**config.mk**
```make
export PLATFORM = sky130hd
export DESIGN_NAME = rt_fifo
export DESIGN_NICKNAME = d
export VERILOG_FILES = /design/src/rtl/rt_fifo_pkg.sv /design/src/rtl/rt_fifo_edges.sv /design/src/rtl/rt_fifo_mem.sv /design/src/rtl/rt_fifo_ptrs.sv /design/src/rtl/rt_fifo.sv
export SDC_FILE = /design/constraint.sdc
export NUM_CORES = 1
export LEC_CHECK = 0
export BUFFER_PORTS_ARGS = -buffer_cell sky130_fd_sc_hd__buf_4
export CAP_MARGIN = 20
export CORE_MARGIN = 1.5
export CORE_UTILIZATION = 30
export CTS_CLUSTER_SIZE = 14
export DETAILED_ROUTE_END_ITERATION = 7
export MAX_ROUTING_LAYER = met4
export SETUP_SLACK_MARGIN = 0.2
export SLEW_MARGIN = 20
export SYNTH_ARGS = -nofsm -noshare
export SYNTH_HDL_FRONTEND = slang
export SYNTH_HIERARCHICAL = 1
export SYNTH_SLANG_ARGS = --single-unit
```
**constraint.sdc**
```tcl
create_clock -name clk -period 5.35 [get_ports clk]
set_clock_uncertainty 0.05 [all_clocks]
set_input_delay 0.2675 -clock clk [delete_from_list [all_inputs] [get_ports clk]]
set_output_delay 0.2675 -clock clk [all_outputs]
set_load 0.1 [all_outputs]
```
**src/rtl/rt_fifo_pkg.sv**
```systemverilog
`timescale 1ns/1ps
// Shared constants for the rewindable FIFO: strobe lane numbering and data width.
package rt_fifo_pkg;
    localparam int WORD_W  = 9;
    localparam int NLANES  = 3;
    localparam int LANE_WR = 0;
    localparam int LANE_RD = 1;
    localparam int LANE_RT = 2;
endpackage

```
**src/rtl/rt_fifo_edges.sv**
```systemverilog
`timescale 1ns/1ps
// Strobe edge finder: registers each active-low strobe and reports the
// high-to-low transition per lane, plus the low-to-high transition of one
// selected lane. Assumes the strobes are already synchronous to clk.
module rt_fifo_edges #(
    parameter int LANES     = 3,
    parameter int RISE_LANE = 1
) (
    input  logic             clk,
    input  logic             rst_n,
    input  logic [LANES-1:0] lvl_n,
    output logic [LANES-1:0] fall,
    output logic             rise_sel
);
    logic [LANES-1:0] prev_n;

    generate
        for (genvar i = 0; i < LANES; i++) begin : g_lane
            // Remember last sampled level; idle (high) after reset.
            always_ff @(posedge clk) begin
                if (!rst_n) prev_n[i] <= 1'b1;
                else        prev_n[i] <= lvl_n[i];
            end
            assign fall[i] = prev_n[i] & ~lvl_n[i];
        end
    endgenerate

    assign rise_sel = ~prev_n[RISE_LANE] & lvl_n[RISE_LANE];
endmodule

```
**src/rtl/rt_fifo_mem.sv**
```systemverilog
`timescale 1ns/1ps
// Storage array: one clocked write port, one combinational read port.
// Assumes the controller never writes a location that holds unread data.
module rt_fifo_mem #(
    parameter int WIDTH = 9,
    parameter int DEPTH = 16,
    localparam int AW   = $clog2(DEPTH)
) (
    input  logic             clk,
    input  logic             we,
    input  logic [AW-1:0]    waddr,
    input  logic [WIDTH-1:0] wdata,
    input  logic [AW-1:0]    raddr,
    output logic [WIDTH-1:0] rdata
);
    logic [WIDTH-1:0] cells [DEPTH];

    // Store the incoming word at the write address.
    always_ff @(posedge clk) begin
        if (we) cells[waddr] <= wdata;
    end

    assign rdata = cells[raddr];
endmodule

```
**src/rtl/rt_fifo_ptrs.sv**
```systemverilog
`timescale 1ns/1ps
// Pointer and flag controller. Keeps wrap-extended read/write pointers,
// accepts operations on strobe falling edges when the flags allow, performs
// rewinds, and produces full, empty and the half-level / last-location output.
// Assumes DEPTH is a power of two and edge inputs come from registered strobes.
module rt_fifo_ptrs #(
    parameter int DEPTH = 16,
    localparam int AW   = $clog2(DEPTH)
) (
    input  logic          clk,
    input  logic          rst_n,
    input  logic          chain_mode,
    input  logic          wr_fall,
    input  logic          rd_fall,
    input  logic          rd_rise,
    input  logic          rt_fall,
    input  logic          wr_lvl_n,
    input  logic          rd_lvl_n,
    output logic          wr_go,
    output logic          rd_go,
    output logic [AW-1:0] waddr,
    output logic [AW-1:0] raddr,
    output logic          full_n,
    output logic          empty_n,
    output logic          half_xo_n
);
    localparam logic [AW:0] FULL_C = (AW+1)'(DEPTH);
    localparam logic [AW:0] HALF_C = (AW+1)'(DEPTH / 2);
    localparam logic [AW-1:0] LAST_A = AW'(DEPTH - 1);

    logic [AW:0] wptr, rptr, count, wptr_nx, rptr_nx, count_nx, rt_ptr;
    logic        is_full, is_empty, rt_go, last_w;
    logic        hf_q, xo_q, lapped;

    assign count    = wptr - rptr;
    assign is_full  = (count == FULL_C);
    assign is_empty = (count == '0);
    assign wr_go    = wr_fall & ~is_full;
    assign rd_go    = rd_fall & ~is_empty;
    assign rt_go    = rt_fall & wr_lvl_n & rd_lvl_n & ~chain_mode;
    assign last_w   = wr_go & (wptr[AW-1:0] == LAST_A);

    // Rewind target: location zero, wrap bit chosen so a wrapped full buffer reads as full.
    assign rt_ptr   = {wptr[AW] ^ ((wptr[AW-1:0] == '0) & lapped), {AW{1'b0}}};
    assign wptr_nx  = wptr + (AW+1)'(wr_go);
    assign rptr_nx  = rt_go ? rt_ptr : rptr + (AW+1)'(rd_go);
    assign count_nx = wptr_nx - rptr_nx;

    // Advance pointers on accepted operations or rewind.
    always_ff @(posedge clk) begin
        if (!rst_n) begin
            wptr <= '0;
            rptr <= '0;
        end else begin
            wptr <= wptr_nx;
            rptr <= rptr_nx;
        end
    end

    // Half-level flag: set by the crossing write, cleared on read release, recomputed on rewind.
    always_ff @(posedge clk) begin
        if (!rst_n)                          hf_q <= 1'b1;
        else if (rt_go)                      hf_q <= !(count_nx > HALF_C);
        else if (wr_go && count_nx > HALF_C) hf_q <= 1'b0;
        else if (rd_rise && count <= HALF_C) hf_q <= 1'b1;
    end

    // Last-location pulse for chaining and the wrap memory used by rewind.
    always_ff @(posedge clk) begin
        if (!rst_n) begin
            xo_q   <= 1'b0;
            lapped <= 1'b0;
        end else begin
            xo_q   <= last_w & chain_mode;
            lapped <= lapped | last_w;
        end
    end

    assign waddr     = wptr[AW-1:0];
    assign raddr     = rptr[AW-1:0];
    assign full_n    = ~is_full;
    assign empty_n   = ~is_empty;
    assign half_xo_n = chain_mode ? ~xo_q : hf_q;

    a_r2_full_blocks_write: assert property (@(posedge clk) disable iff (!rst_n)
        (is_full && wr_fall) |=> $stable(wptr));
    a_r3_empty_blocks_read: assert property (@(posedge clk) disable iff (!rst_n)
        (is_empty && rd_fall) |=> $stable(rptr));
    a_r4_count_bounded: assert property (@(posedge clk) disable iff (!rst_n)
        count <= FULL_C);
    a_r5_hf_sets: assert property (@(posedge clk) disable iff (!rst_n)
        (wr_go && !rd_go && count == HALF_C) |=> !hf_q);
    a_r6_hf_holds: assert property (@(posedge clk) disable iff (!rst_n)
        (!hf_q && !rd_rise && !rt_go) |=> !hf_q);
    a_r7_rewind_lands: assert property (@(posedge clk) disable iff (!rst_n)
        rt_go |=> (rptr[AW-1:0] == '0) && $stable(wptr));
    a_r9_pulse_single: assert property (@(posedge clk) disable iff (!rst_n)
        xo_q |=> !xo_q);
endmodule

```
**src/rtl/rt_fifo.sv**
```systemverilog
`timescale 1ns/1ps
// Rewindable FIFO top: strobe edge finder, pointer/flag controller and
// storage, plus the read-data register that drives zero while the read strobe is idle.
// Assumes all inputs are synchronous to clk.
module rt_fifo #(
    parameter int DEPTH = 16,
    parameter int WIDTH = rt_fifo_pkg::WORD_W
) (
    input  logic             clk,
    input  logic             rst_n,
    input  logic             chain_mode,
    input  logic             wr_n,
    input  logic [WIDTH-1:0] wdata,
    input  logic             rd_n,
    input  logic             rewind_n,
    output logic [WIDTH-1:0] rdata,
    output logic             rdata_vld,
    output logic             full_n,
    output logic             empty_n,
    output logic             half_xo_n
);
    import rt_fifo_pkg::*;
    localparam int AW = $clog2(DEPTH);

    logic [NLANES-1:0] lvl_n, fall;
    logic              rd_rise, wr_go, rd_go;
    logic [AW-1:0]     waddr, raddr;
    logic [WIDTH-1:0]  mem_q, hold_q;

    assign lvl_n[LANE_WR] = wr_n;
    assign lvl_n[LANE_RD] = rd_n;
    assign lvl_n[LANE_RT] = rewind_n;

    rt_fifo_edges #(.LANES(NLANES), .RISE_LANE(LANE_RD)) u_edges (
        .clk(clk), .rst_n(rst_n), .lvl_n(lvl_n), .fall(fall), .rise_sel(rd_rise)
    );

    rt_fifo_ptrs #(.DEPTH(DEPTH)) u_ptrs (
        .clk(clk), .rst_n(rst_n), .chain_mode(chain_mode),
        .wr_fall(fall[LANE_WR]), .rd_fall(fall[LANE_RD]), .rd_rise(rd_rise),
        .rt_fall(fall[LANE_RT]), .wr_lvl_n(wr_n), .rd_lvl_n(rd_n),
        .wr_go(wr_go), .rd_go(rd_go), .waddr(waddr), .raddr(raddr),
        .full_n(full_n), .empty_n(empty_n), .half_xo_n(half_xo_n)
    );

    rt_fifo_mem #(.WIDTH(WIDTH), .DEPTH(DEPTH)) u_mem (
        .clk(clk), .we(wr_go), .waddr(waddr), .wdata(wdata),
        .raddr(raddr), .rdata(mem_q)
    );

    // Capture the word leaving the buffer on each accepted read.
    always_ff @(posedge clk) begin
        if (!rst_n)     hold_q <= '0;
        else if (rd_go) hold_q <= mem_q;
    end

    assign rdata     = rd_n ? '0 : hold_q;
    assign rdata_vld = ~rd_n;
endmodule

```
==> results.yml, run 1 <==
power_and_ir_drop:
  power_density_mw_per_mm2: 388.7
  leakagePower_nw: 2.731
  clkPwrFrac_pct: 36.5
  swShare_pct: 27.86
  internal-power_mw: 2.301
  combPwrFrac_pct: 17.2
  p_switching_uw: 889.0
  power_mw: 3.190
  seqPwrFrac_pct: 46.3
  ir_drop_v: 0.0002480
place:
  gp_congestion: 0.8026
  port_buffers: 27
  place_hpwl_mm: 9.059
die:
  die_w_um: 157.4
  io_pins: 28
  dieArea_sq_mm: 0.02477
  start_util_pct: 30.55
  die_height_um: 157.4
  core_sq_mm: 0.02340
  num_rows: 56
yosys:
  synth_top_area_cell: "edfxtp_1"
  syn_inst: 416
  yosys_register_bits: 169
  synth_nets: 444
  yosys_warnings: 6
  synth_top_cell_area_share_pct: 60.48
  synth_cell_type_count: 47
  ys.flop_type: "edfxtp_1"
  syn_area_sq_mm: 0.007149
  async_flop_share_pct: 0
  synth_edf_count: 144
  synthTopCellsByArea: "edfxtp_1, dfxtp_1, mux4_2, mux4_1, ha_1"
  synth.avg_cell_area_sq_um: 17.19
  yosysSeqAreaShare_pct: 67.48
global_route:
  track_usage_pct: 12.51
  grt_antenna_before_repair: 0
  grt_pass1_vias: 3746
  grt_max_degree: 39
  overflow: 0
  grt_pass1_wl_mm: 21.87
routing:
  wl_met1_mm: 6.335
  dr.max_layer_used: "met4"
  wl_met2_mm: 6.739
  drcViolationCount: 0
  via_per_inst: 4.703
  firstDrtPassIters: 5
  routed_wl_mm: 14.06
  wl_met3_um: 897
  routedWlPerCell_um: 18.00
  vias: 3673
  antenna_left: 0
  drtIter0Drc: 279
flow_run:
  maxCapViolations: 0
sta:
  post-route-period-util_pct: 79.34
  relSlewSlack_pct: 24.77
  finalHoldViolations: 0
  worst_pin_slew_ns: 1.124
  finalCriticalPeriod_ns: 4.245
  finalSetupTns_ns: 0
  rsz0062_at_grt: "false"
  clock.fmax_mhz: 235.6
  final-setup-viol-count: 0
  maxSlewViolCount: 0
critical_path:
  worstReg2RegStart: "u_ptrs/rptr[2]$_SDFF_PN0_"
  worst-path-max-fanout: 10
  cp.arrival_ns: 4.49
  path_class: "reg -> reg"
  required_ns: 5.60
  worst_setup_path_end_kind: "flip-flop"
  cpMostUsedCell: "ha_1"
  start_kind: "flip-flop"
  r2r_end: "u_ptrs/hf_q$_SDFFE_PN1P_"
  crit_path_cell_trace: "inv_1, ha_1, a21oi_1, nand2_1, nand3_1, o31ai_1, nand3_1, and2_1, ha_1, ha_1, nand2_1, inv_1, fa_1, xor2_1, and3_1, a2111oi_2, a311oi_1"
  path_delay_family: "adder cells"
  r2r_cells: 17
  cp_num_buf_inv: 2
  rrSetupSlack_ns: 1.11
  crit_path_top_delay_cell: "and2_1"
  cp_slowest_stage_delay_ns: 0.50
min_path:
  hold_path.class: "in -> reg"
  worstHoldStart: "chain_mode"
  holdPathStages: 2
  hold_path_end: "u_ptrs/xo_q$_SDFF_PN0_"
cells_and_area:
  fillers: 2221
  seq_area_sq_mm: 0.004826
  layout.nets: 477
  utilization_pct: 35.07
  syn_to_final_growth_pct: 14.81
  multi_input_area_sq_mm: 0.002083
  drive_gt1_share_pct: 20.35
  diodes: 0
clocking:
  worstSkewPairLatency_ns: 0.43
  cts_made_buffers: 17
  htreeDepth: 4
  clk_pin_slew_ns: 0.07
  cts.path.max_buffers: 2
  clock-sinks: 169
  ctsResizeCount: 0
  root_buffer: "clkbuf_16"
  cts_tree: "yes"
outcome:
  status: "finished, final reports clean"
-- worst max-delay path by stage --
stage                                         start                       end  cells after the start  slack (ns)
final                     u_ptrs/rptr[2]$_SDFF_PN0_  u_ptrs/hf_q$_SDFFE_PN1P_                     17        1.11
after global routing      u_ptrs/rptr[2]$_SDFF_PN0_  u_ptrs/hf_q$_SDFFE_PN1P_                     16        0.74
after CTS                 u_ptrs/rptr[2]$_SDFF_PN0_  u_ptrs/hf_q$_SDFFE_PN1P_                     16        1.12
after detailed placement  u_ptrs/rptr[2]$_SDFF_PN0_  u_ptrs/hf_q$_SDFFE_PN1P_                     16        1.12
after global placement    u_ptrs/rptr[2]$_SDFF_PN0_  u_ptrs/hf_q$_SDFFE_PN1P_                     16        1.32
after floorplan           u_ptrs/rptr[2]$_SDFF_PN0_  u_ptrs/hf_q$_SDFFE_PN1P_                     16        0.79
-- kinds of logic after synthesis --
group,count (synthesis),synth area share [%]
multiplexers,45,13.39
AND/OR/NAND/NOR,104,7.753
flip-flops,169,67.48
XOR/XNOR,14,1.908
buffers and inverters,35,3.378
adder cells (fa/ha/maj),13,2.380
AO/OA/AOI/OAI,36,3.710
-- routing by layer --
| layer | track usage (%) | vias up |
|---|---|---|
| li1 | - | 1691 |
| met1 | 16.02 | 1865 |
| met2 | 19.38 | 113 |
| met3 | 2.891 | 4 |
| met4 | 4.672 | 0 |
| met5 | - | - |
-- power groups by stage --
stage          logic [mW]  registers, mW  clock network (mW)
3_3_place_gp        0.539           1.50                   0
5_1_grt             0.591           1.48                1.25
2_1_floorplan       0.454           1.50                   0
6_report            0.550           1.48                1.16
3_5_place_dp        0.552           1.50                   0
4_1_cts             0.555           1.48                1.19
-- area by class of cell --
cell class                      instances  share of cell area (%)
Multi-Input combinational cell        212                   25.38
Clock inverter                         15                   1.875
Inverter                               14                  0.6402
Clock buffer                           17                   5.183
Sequential cell                       169                   58.80
Tap cell                              319                   4.863
Timing Repair Buffer                   35                   3.262
-- cell usage after synthesis (all sizes together) (2+ instances only) --
| cell type | instances |
|---|---|
| edfxtp | 144 |
| mux4 | 36 |
| dfxtp | 25 |
| nor2 | 23 |
| nor2b | 23 |
| nand2 | 21 |
| a22oi | 18 |
| buf | 17 |
| inv | 14 |
| ha | 12 |
| mux2i | 9 |
| xor2 | 8 |
| and2 | 7 |
| nand3 | 7 |
| a21oi | 6 |
| nand2b | 5 |
| xnor2 | 5 |
| nand3b | 4 |
| nor3 | 4 |
| and3 | 3 |
| clkbuf | 3 |
| a211oi | 2 |
| a21o | 2 |
| a311oi | 2 |
| o21ai | 2 |
-- registers in the layout (all words and copies together) (netlist names) --
name and cells:
u_ptrs/hf_q 1, u_ptrs/wptr 5, u_ptrs/rptr 5, u_edges/prev_n 3, u_ptrs/lapped 1, u_ptrs/xo_q 1
hold_q 9, u_mem/cells 144
-- layout by cell type, fill, tap and decap left out, types with 5 or more instances in the layout --
master     instances
a21oi_1            6
a22oi_1           18
and2_1             6
buf_4             33
clkbuf_16         17
clkinv_4           5
dfxtp_1           24
edfxtp_1         144
ha_1              12
inv_1             14
mux2i_1            9
mux4_1            15
mux4_2            21
nand2_1           20
nand2b_1           5
nand3_1            7
nor2_1            23
nor2b_1           23
xnor2_1            5
xor2_1             8
-- timing repair --
| action | CTS | global route |
|---|---|---|
| hold buffers | 2 | 0 |
| setup buffers | 0 | 0 |
| endpoints found under the hold margin | 2 | 0 |
-- stage by stage --
stage / cells / hold WS (ns) / setup slack, ns / area, sq um
final: 781 / 0.05134 / 1.105 / 8208
after global routing: 781 / 0.05661 / 0.7432 / 8208
after CTS: 781 / 0.02920 / 1.115 / 8208
after detailed placement: 747 / 0.4077 / 1.122 / 7609
after global placement: 747 / 0.4029 / 1.320 / 7609
after floorplan: 416 / 0.2905 / 0.7867 / 7149
(Power assumes the default switching activity.)
==> run 2: changes to the inputs <==
clock period = 3.56 ns   (was 5.35 ns; I/O delays follow)
==> run 2 against run 1 <==
- total power is 59% higher
- flip-flop and latch count stayed put
- largest cell class unchanged
- first-iteration DRC count is 16% lower
- design area is 7.2% higher
- global-route usage is 0.60 points higher
- critical endpoint is now empty_n
- count of clock-buffer cells in the layout is 1 higher
- core utilization is 2.5 points higher
- final cell count is 5.4% higher
- hold slack worse by 0.034 ns
- register-to-register slack worse by 0.88 ns
- critical path depth stayed put
- worst setup slack worse by 0.94 ns
==> results.yml, run 2 (same netlist as run 1, synthesis figures left out) <==
die:
  die_w_um: 157.4
  dieArea_sq_mm: 0.02477
  die_height_um: 157.4
  start_util_pct: 30.55
  io_pins: 28
  core_sq_mm: 0.02340
  num_rows: 56
clocking:
  clk_pin_slew_ns: 0.06
  cts.path.max_buffers: 2
  cts_tree: "yes"
  htreeDepth: 4
  cts_made_buffers: 17
  root_buffer: "clkbuf_16"
  worstSkewPairLatency_ns: 0.42
  clock-sinks: 169
global_route:
  grt_pass1_wl_mm: 22.73
  grt_max_degree: 39
  grt.busiest_layer: "met2"
  met1_usage_pct: 15.76
  met3_usage_pct: 3.029
  track_usage_pct: 13.11
  grt_antenna_before_repair: 0
  overflow: 0
  grt_pass1_vias: 4089
  grtUsageMet2_pct: 21.10
critical_path:
  startpoint: "u_ptrs/rptr[2]$_SDFF_PN0_"
  path_class: "reg -> out"
  worst-path-max-fanout: 4
  required_ns: 3.33
  start_kind: "flip-flop"
  cp.arrival_ns: 3.16
  worstReg2RegStart: "u_ptrs/rptr[2]$_SDFF_PN0_"
  worst_setup_path_end_kind: "output port"
sta:
  finalHoldViolations: 0
  post-route-period-util_pct: 95.27
  final-setup-viol-count: 0
  fin_hold_ws_ns: 0.01752
  finalCriticalPeriod_ns: 3.392
  rsz0062_at_grt: "true"
  maxSlewViolCount: 0
  relSlewSlack_pct: 34.99
  worst_pin_slew_ns: 0.9731
  clock.fmax_mhz: 294.8
power_and_ir_drop:
  power_mw: 5.067
  leakagePower_nw: 2.960
  ir_drop_v: 0.0003025
  power_density_mw_per_mm2: 576.1
routing:
  routedWlPerCell_um: 17.84
  antenna_left: 0
  via_per_inst: 4.657
  drtIter0Drc: 235
  firstDrtPassIters: 4
  drcViolationCount: 0
  routed_wl_mm: 14.68
  vias: 3833
cells_and_area:
  diodes: 0
  drive_gt1_share_pct: 32.14
  most-common-layout-cells: "edfxtp_1, buf_4, nor2b_1, mux4_2"
  fin_cells: 823
  largest_register: "u_mem/cells"
  final_area_sq_mm: 0.008796
  layout_commonest_cell: "edfxtp_1"
  syn_to_final_growth_pct: 23.03
  top_regs: "u_mem/cells x144, hold_q x9"
  layout.nets: 519
  largest_reg_flops: 144
  fillers: 2182
place:
  place_hpwl_mm: 9.408
  port_buffers: 27
  gp_congestion: 0.7497
  postPlaceCellArea_sq_mm: 0.007896
  dp.cells: 763
flow_run:
  maxCapViolations: 0
min_path:
  hold_path.class: "in -> reg"
  worstHoldStart: "wdata[1]"
outcome:
  status: "finished, final reports clean"
-- run 2: power breakdown --
part / switching (mW) / leakage (nW) / internal, mW / total, mW
Sequential: 0.0209 / 1.51 / 2.19 / 2.21
Combinational: 0.577 / 1.18 / 0.521 / 1.10
Clock: 0.777 / 0.271 / 0.981 / 1.76
-- run 2: path summary, 6_finish.rpt --
check,endpoint,slack [ns],cells after the start
worst max-delay path,empty_n,0.17,17
worst min-delay path,u_mem/cells[0][1]$_DFFE_PP_,0.02,1
worst max register to register,u_ptrs/hf_q$_SDFFE_PN1P_,0.23,16
worst min register to register,u_ptrs/lapped$_SDFF_PN0_,0.42,1
-- run 2: per-layer routing --
layer / vias up / wire [um]
li1: 1770 / -
met1: 1945 / 6341
met2: 105 / 7262
met3: 13 / 853
met4: 0 / 227
met5: - / 0
-- run 2: cell type report --
cell class,instances,area [sq um],share of cell area (%)
clock inverters,14,138.9,1.579
well taps,319,399.1,4.538
multi-input cells,212,2317,26.34
repair buffers,77,615.6,6.999
flip-flops and latches,169,4841,55.04
inverters,14,55.05,0.6259
clock buffers,18,429.2,4.879
-- run 2: critical path, stage by stage, from the launching register on --
cell and delay [ns]:
dfxtp_4 0.35, inv_2 0.04, ha_4 0.27, a21oi_4 0.21, nand2_2 0.13, o31ai_4 0.28
nand3_4 0.09, buf_4 0.14, buf_4 0.12, buf_4 0.12, buf_4 0.12, buf_4 0.12
buf_4 0.12, buf_4 0.12, buf_4 0.12, buf_4 0.12, buf_4 0.14, buf_12 0.16
-- run 2: metrics by stage --
| step | utilization, % | worst slack, ns | TNS, ns |
|---|---|---|---|
| final | 37.59 | 0.1683 | 0 |
| after global routing | 37.59 | 0.03377 | 0 |
| after CTS | 37.46 | 0.1984 | 0 |
| after detailed placement | 33.74 | 0.08055 | 0 |
| after global placement | 33.74 | 0.1893 | 0 |
| after floorplan | - | -0.05478 | -0.05478 |
-- run 2: timing repair --
| action | in CTS | in global routing |
|---|---|---|
| resized for setup | 14 | 5 |
| endpoints found under the hold margin | 56 | 0 |
| endpoints found under the setup margin | 1 | 2 |
| buffers inserted | 17 | 1 |
| hold buffers | 10 | 0 |
| pin swaps | 12 | 8 |
